--- src/rtl/i2c_regfile_target.sv ---
module i2c_regfile_target #(
  parameter logic [6:0] TARGET_ADDR = 7'h50,
  parameter int FILE_BYTES = 64,
  localparam int CPU_AW = $clog2(FILE_BYTES / 2 + 4)
) (
  input  logic              clk,
  input  logic              rst_n,
  input  logic              scl_i,
  input  logic              sda_i,
  output logic              sda_oe,
  input  logic              cpu_we,
  input  logic [CPU_AW-1:0] cpu_addr,
  input  logic [31:0]       cpu_wdata,
  output logic [31:0]       cpu_rdata,
  output logic              irq
);
  localparam int WORDS = FILE_BYTES / 4;
  localparam int PW = $clog2(FILE_BYTES);
  localparam int WW = $clog2(WORDS);
  localparam logic [CPU_AW-1:0] A_TX = CPU_AW'(WORDS);
  localparam logic [CPU_AW-1:0] A_WP = CPU_AW'(2 * WORDS);
  localparam logic [CPU_AW-1:0] A_RP = CPU_AW'(2 * WORDS + 1);
  localparam logic [CPU_AW-1:0] A_EN = CPU_AW'(2 * WORDS + 2);
  localparam logic [CPU_AW-1:0] A_ST = CPU_AW'(2 * WORDS + 3);

  typedef enum logic [2:0] {
    S_IDLE, S_ADDR, S_AACK, S_WDAT, S_WACK, S_RDAT, S_RACK, S_SKIP
  } st_t;

  st_t st;
  logic [1:0] scl_sy, sda_sy;
  logic scl_q, sda_q;
  logic [31:0] rx_mem [WORDS];
  logic [31:0] tx_mem [WORDS];
  logic [PW-1:0] wp, rp;
  logic [3:0] cnt;
  logic [7:0] sh, tsh;
  logic rw, wr_act, irq_en, irq_st;

  wire scl_s = scl_sy[1];
  wire sda_s = sda_sy[1];
  wire scl_rise = scl_s & ~scl_q;
  wire scl_fall = ~scl_s & scl_q;
  wire start_evt = scl_s & scl_q & sda_q & ~sda_s;
  wire stop_evt = scl_s & scl_q & ~sda_q & sda_s;

  wire [31:0] tx_word = tx_mem[rp[PW-1:2]];
  wire [7:0] tx_byte = tx_word[{rp[1:0], 3'b000} +: 8];

  wire cpu_tx_wr = cpu_we && cpu_addr >= A_TX && cpu_addr < A_WP;
  wire cpu_wp_wr = cpu_we && cpu_addr == A_WP;
  wire cpu_rp_wr = cpu_we && cpu_addr == A_RP;
  wire cpu_clr = cpu_we && cpu_addr == A_ST && cpu_wdata[0];

  assign irq = irq_en & irq_st;

  always_ff @(posedge clk or negedge rst_n) begin
    if (!rst_n) begin
      scl_sy <= 2'b11;
      sda_sy <= 2'b11;
      scl_q  <= 1'b1;
      sda_q  <= 1'b1;
    end else begin
      scl_sy <= {scl_sy[0], scl_i};
      sda_sy <= {sda_sy[0], sda_i};
      scl_q  <= scl_s;
      sda_q  <= sda_s;
    end
  end

  always_ff @(posedge clk or negedge rst_n) begin
    if (!rst_n) begin
      st <= S_IDLE;
      sda_oe <= 1'b0;
      wp <= '0;
      rp <= '0;
      cnt <= '0;
      sh <= '0;
      tsh <= '0;
      rw <= 1'b0;
      wr_act <= 1'b0;
      irq_en <= 1'b0;
      irq_st <= 1'b0;
      for (int i = 0; i < WORDS; i++) begin
        rx_mem[i] <= '0;
        tx_mem[i] <= '0;
      end
    end else begin
      if (cpu_tx_wr) tx_mem[cpu_addr[WW-1:0]] <= cpu_wdata;
      if (cpu_we && cpu_addr == A_EN) irq_en <= cpu_wdata[0];
      if (stop_evt && wr_act) irq_st <= 1'b1;
      else if (cpu_clr) irq_st <= 1'b0;

      if (start_evt) begin
        st <= S_ADDR;
        cnt <= '0;
        sda_oe <= 1'b0;
        wr_act <= 1'b0;
      end else if (stop_evt) begin
        st <= S_IDLE;
        sda_oe <= 1'b0;
        wr_act <= 1'b0;
      end else if (scl_rise) begin
        case (st)
          S_ADDR, S_WDAT: begin
            sh <= {sh[6:0], sda_s};
            cnt <= cnt + 4'd1;
          end
          S_RDAT: cnt <= cnt + 4'd1;
          S_RACK: if (sda_s) st <= S_SKIP;
          default: ;
        endcase
      end else if (scl_fall) begin
        case (st)
          S_ADDR: if (cnt == 4'd8) begin
            if (sh[7:1] == TARGET_ADDR) begin
              st <= S_AACK;
              sda_oe <= 1'b1;
              rw <= sh[0];
              wr_act <= ~sh[0];
            end else begin
              st <= S_SKIP;
            end
          end
          S_AACK: begin
            cnt <= '0;
            if (rw) begin
              tsh <= tx_byte;
              sda_oe <= ~tx_byte[7];
              rp <= rp + 1'b1;
              st <= S_RDAT;
            end else begin
              sda_oe <= 1'b0;
              st <= S_WDAT;
            end
          end
          S_WDAT: if (cnt == 4'd8) begin
            rx_mem[wp[PW-1:2]][{wp[1:0], 3'b000} +: 8] <= sh;
            wp <= wp + 1'b1;
            sda_oe <= 1'b1;
            st <= S_WACK;
          end
          S_WACK: begin
            sda_oe <= 1'b0;
            cnt <= '0;
            st <= S_WDAT;
          end
          S_RDAT: begin
            if (cnt == 4'd8) begin
              sda_oe <= 1'b0;
              st <= S_RACK;
            end else begin
              sda_oe <= ~tsh[3'd7 - cnt[2:0]];
            end
          end
          S_RACK: begin
            tsh <= tx_byte;
            sda_oe <= ~tx_byte[7];
            rp <= rp + 1'b1;
            cnt <= '0;
            st <= S_RDAT;
          end
          default: ;
        endcase
      end

      if (cpu_wp_wr) wp <= cpu_wdata[PW-1:0];
      if (cpu_rp_wr) rp <= cpu_wdata[PW-1:0];
    end
  end

  always_comb begin
    cpu_rdata = '0;
    if (cpu_addr < A_TX) cpu_rdata = rx_mem[cpu_addr[WW-1:0]];
    else if (cpu_addr < A_WP) cpu_rdata = tx_mem[cpu_addr[WW-1:0]];
    else if (cpu_addr == A_WP) cpu_rdata = 32'(wp);
    else if (cpu_addr == A_RP) cpu_rdata = 32'(rp);
    else if (cpu_addr == A_EN) cpu_rdata = {31'd0, irq_en};
    else if (cpu_addr == A_ST) cpu_rdata = {31'd0, irq_st};
  end


  quiet_when_unaddressed_chk: assert property (@(posedge clk) disable iff (!rst_n)
    (st == S_SKIP || st == S_IDLE) |-> !sda_oe);


  drive_only_scl_low_chk: assert property (@(posedge clk) disable iff (!rst_n)
    $rose(sda_oe) |-> !scl_s);


  wp_step_chk: assert property (@(posedge clk) disable iff (!rst_n)
    (wp != $past(wp)) && !$past(cpu_wp_wr) |-> wp == $past(wp) + 1'b1);


  rp_step_chk: assert property (@(posedge clk) disable iff (!rst_n)
    (rp != $past(rp)) && !$past(cpu_rp_wr) |-> rp == $past(rp) + 1'b1);


  status_on_stop_chk: assert property (@(posedge clk) disable iff (!rst_n)
    $rose(irq_st) |-> $past(stop_evt));


  status_clear_chk: assert property (@(posedge clk) disable iff (!rst_n)
    $past(cpu_clr && !(stop_evt && wr_act)) |-> !irq_st);


  restart_addr_chk: assert property (@(posedge clk) disable iff (!rst_n)
    start_evt |=> st == S_ADDR && cnt == 4'd0);
endmodule

--- config.mk ---
export PLATFORM = sky130hd
export DESIGN_NAME = i2c_regfile_target
export DESIGN_NICKNAME = d
export VERILOG_FILES = /design/src/rtl/i2c_regfile_target.sv
export SDC_FILE = /design/constraint.sdc
export NUM_CORES = 2
export LEC_CHECK = 0
export BUFFER_PORTS_ARGS = -buffer_cell sky130_fd_sc_hd__buf_2
export CORE_ASPECT_RATIO = 0.75
export CORE_MARGIN = 1.5
export CORE_UTILIZATION = 55
export DETAILED_ROUTE_END_ITERATION = 7
export GPL_TIMING_DRIVEN = 0
export PLACE_DENSITY = 0.68
export SLEW_MARGIN = 10
export SYNTH_ARGS = -nofsm -noshare
export SYNTH_HDL_FRONTEND = slang
export SYNTH_SLANG_ARGS = --single-unit
--- constraint.sdc ---
create_clock -name clk -period 3.8 [get_ports clk]
set_input_delay 0.19 -clock clk [delete_from_list [all_inputs] [get_ports clk]]
set_output_delay 0.19 -clock clk [all_outputs]
set_load 0.005 [all_outputs]
==> qor.txt <==
Status = completed
Avg WL per Cell = 29.8 um
Routed met2 length = 67.4 mm
RSZ-0062 raised after global routing = no
CP arrival = 3.57 ns
Asr flop ratio synth = 100%
IO Port Bufs = 72
Dpl hpwl = 112 mm
Seq/Total Area, Yosys = 51.3%
Largest net degree at the start of global routing = 146
TritonCTS Buffers = 105
Root buf cell = clkbuf_16
Hold WC Path Type = in2async
Via count = 36,500
Total global routing overflow = 0
Total die area = 96,700 um^2
Layout Cells excl Fill = 5,439
DIE WIDTH = 359 um
Peak VDD IR = 419 uV
Setup Crit Path Kind = in2out
Router iterations before antenna repair = 8
CP endpoint kind = output pin
Std-Cell Rows = 97
Power Density = 534 nW/um^2
Most frequent cells after synthesis = 1,064 x dfrtp_1, 577 x nand2_1, 530 x mux2_2
Setup TNS = 0 ns
Met1 wire length = 69.9 mm
Period utilization = 98.9%
Crit path launch type = primary input
Number of flops mapped to enable cells by yosys = 0
CTS sink count = 1,070
Final hold vios = 0
Core area = 93,700 um^2
Ys flop type = dfrtp_1
Ports = 77
Dpl cells = 5,204
Relative slew margins = 14.8%
Initial Utilization = 55.7%
Worst slack at placement = -0.473 ns
Post-synth top area share = 51.0%
Initial antenna violation count = 4
Yosys top cell by area = dfrtp_1
Max-Cap Viols = 0
Die Ht = 270 um
Post-synth cell types = 58
Post-layout min period = 3.76 ns
DP Area = 54,300 um^2
Final worst-path setup slack = 0.0424 ns
Global-route wire length before repair = 240 mm
Fin. max-slew vios = 0
CP Max Fanout = 10
Leakage power = 25.5 nW
Total Wirelength = 162 mm
Initial DRC Count = 4,673
Cell area after layout = 58,400 um^2
Fin nets = 4,164
Post-Syn Nets = 3,943
Clk_lat worst skew = 0.74 ns
CTS tree = yes
Antenna-violating nets left = 0
Clock skew = 0.0317 ns
Vias in the first global route = 35,900
Layout cells sized above 1 = 34.0%
Avg Inst Size Synth = 13.4 um^2
Top sig layer = met5
Largest cells by area after synthesis = dfrtp_1 51%, mux4_2 20%, mux2_2 11%
Final setup viols = 0
Slew @ Worst Pin = 1.28 ns
Ys Warns = 0
WP data required = 3.61 ns
Routability cong. = 0.917
WHS = 0.0328 ns
FF+latch count, synth = 1,070
Count leader, synth = dfrtp_1
Met3 Wirelength = 20.2 mm
Mapped Area = 52,200 um^2
DR vias/cell = 6.71
Clk buf depth = 3
DRC = 0
H-tree Lvls = 3
Total track usage = 34.2%
Area grow syn2layout = 12.0%
Maximum clock rate = 0.266 GHz
Reg clk slew, reported paths = 0.06 ns
Cells after synthesis = 3,888
[registers in the layout, summed over array words and instances (netlist names), 2 cells and up]
| register | flops |
|---|---|
| st | 3 |
| rx_mem | 512 |
| rp | 6 |
| tsh | 8 |
| sh | 8 |
| wp | 6 |
| tx_mem | 512 |
| cnt | 4 |
| scl_sy | 2 |
| sda_sy | 2 |
[timing repair]
item                                    CTS  global route
resized for setup                        25            14
endpoints found under the hold margin   313             0
endpoints found under the setup margin   30            15
hold buffers                             37             0
setup buffers                             0             0
[area by class of cell]
| cell class | count | area (um^2) |
|---|---|---|
| multi-input cells | 2476 | 23900 |
| plain buffers | 330 | 1570 |
| fillers | 7190 | 35300 |
| well taps | 1237 | 1550 |
| flip-flops and latches | 1070 | 26800 |
| clock inverters | 49 | 712 |
| repair buffers | 116 | 938 |
| clock buffers | 149 | 2970 |
| diodes | 2 | 5.00 |
| inverters | 10 | 37.5 |
[cell families after synthesis]
kind of cell / synth area share, %
compound gates: 5.99
mux: 33.1
fa+ha+maj: 0.288
simple gates: 6.20
xor+xnor: 0.185
flops: 51.3
buf+inv: 2.93
[per-layer routing]
| metal | GRT usage, % | vias to the layer above |
|---|---|---|
| li1 | - | 14900 |
| met1 | 52.8 | 19300 |
| met2 | 45.4 | 2031 |
| met3 | 12.4 | 307 |
| met4 | 9.55 | 6 |
| met5 | 0 | - |
[cell usage in the layout (no fill, tap or decap), types with 21 or more instances in the layout]
| cell | Yosys | routed |
|---|---|---|
| mux4_2 | 466 | 466 |
| mux2i_1 | 77 | 77 |
| clkbuf_2 | 0 | 21 |
| nor2_1 | 67 | 67 |
| clkinv_2 | 0 | 21 |
| mux2_2 | 530 | 530 |
| buf_2 | 125 | 201 |
| dfrtp_1 | 1064 | 1064 |
| buf_1 | 41 | 25 |
| clkbuf_1 | 152 | 159 |
| nand3_1 | 71 | 71 |
| o21ai_0 | 483 | 483 |
| o21ai_1 | 44 | 44 |
| dlygate4sd3_1 | 0 | 37 |
| nand2_1 | 577 | 577 |
| clkbuf_16 | 0 | 105 |
[worst paths after layout]
check	from	to	slack [ns]	cells after the start
max	cpu_addr[1]	cpu_rdata[7]	0.04	9
min	rst_n	rx_mem[468]	0.03	2
max reg2reg	rp[4]	tsh[7]	0.11	8
min reg2reg	sda_sy[1]	sda_q	0.37	0
max in group asynchronous	rst_n	tx_mem[137]	1.96	4
min in group clk	cpu_wdata[0]	tx_mem[192]	0.09	2
[worst max-delay path, cell delays in order]
cell and delay (ns):
buf_2 0.16, clkbuf_1 0.50, clkbuf_2 0.42, clkdlybuf4s15_2 0.72, mux4_2 0.40, mux4_2 0.53, mux2i_1 0.30, nor2_1 0.15
buf_2 0.17
[through the flow]
step	util [%]	power [mW]
after floorplan	-	17.4
after global routing	62.3	32.1
after detailed placement	57.9	19.9
after global placement	57.7	19.8
final	62.3	31.2
after CTS	62.3	31.1
[where the power goes]
group | total [mW] | switching [mW] | internal (mW)
combinational | 6.94 | 3.80 | 3.14
sequential | 13.0 | 0.778 | 12.2
clock | 11.2 | 4.80 | 6.45
(Power assumes the default switching activity.)
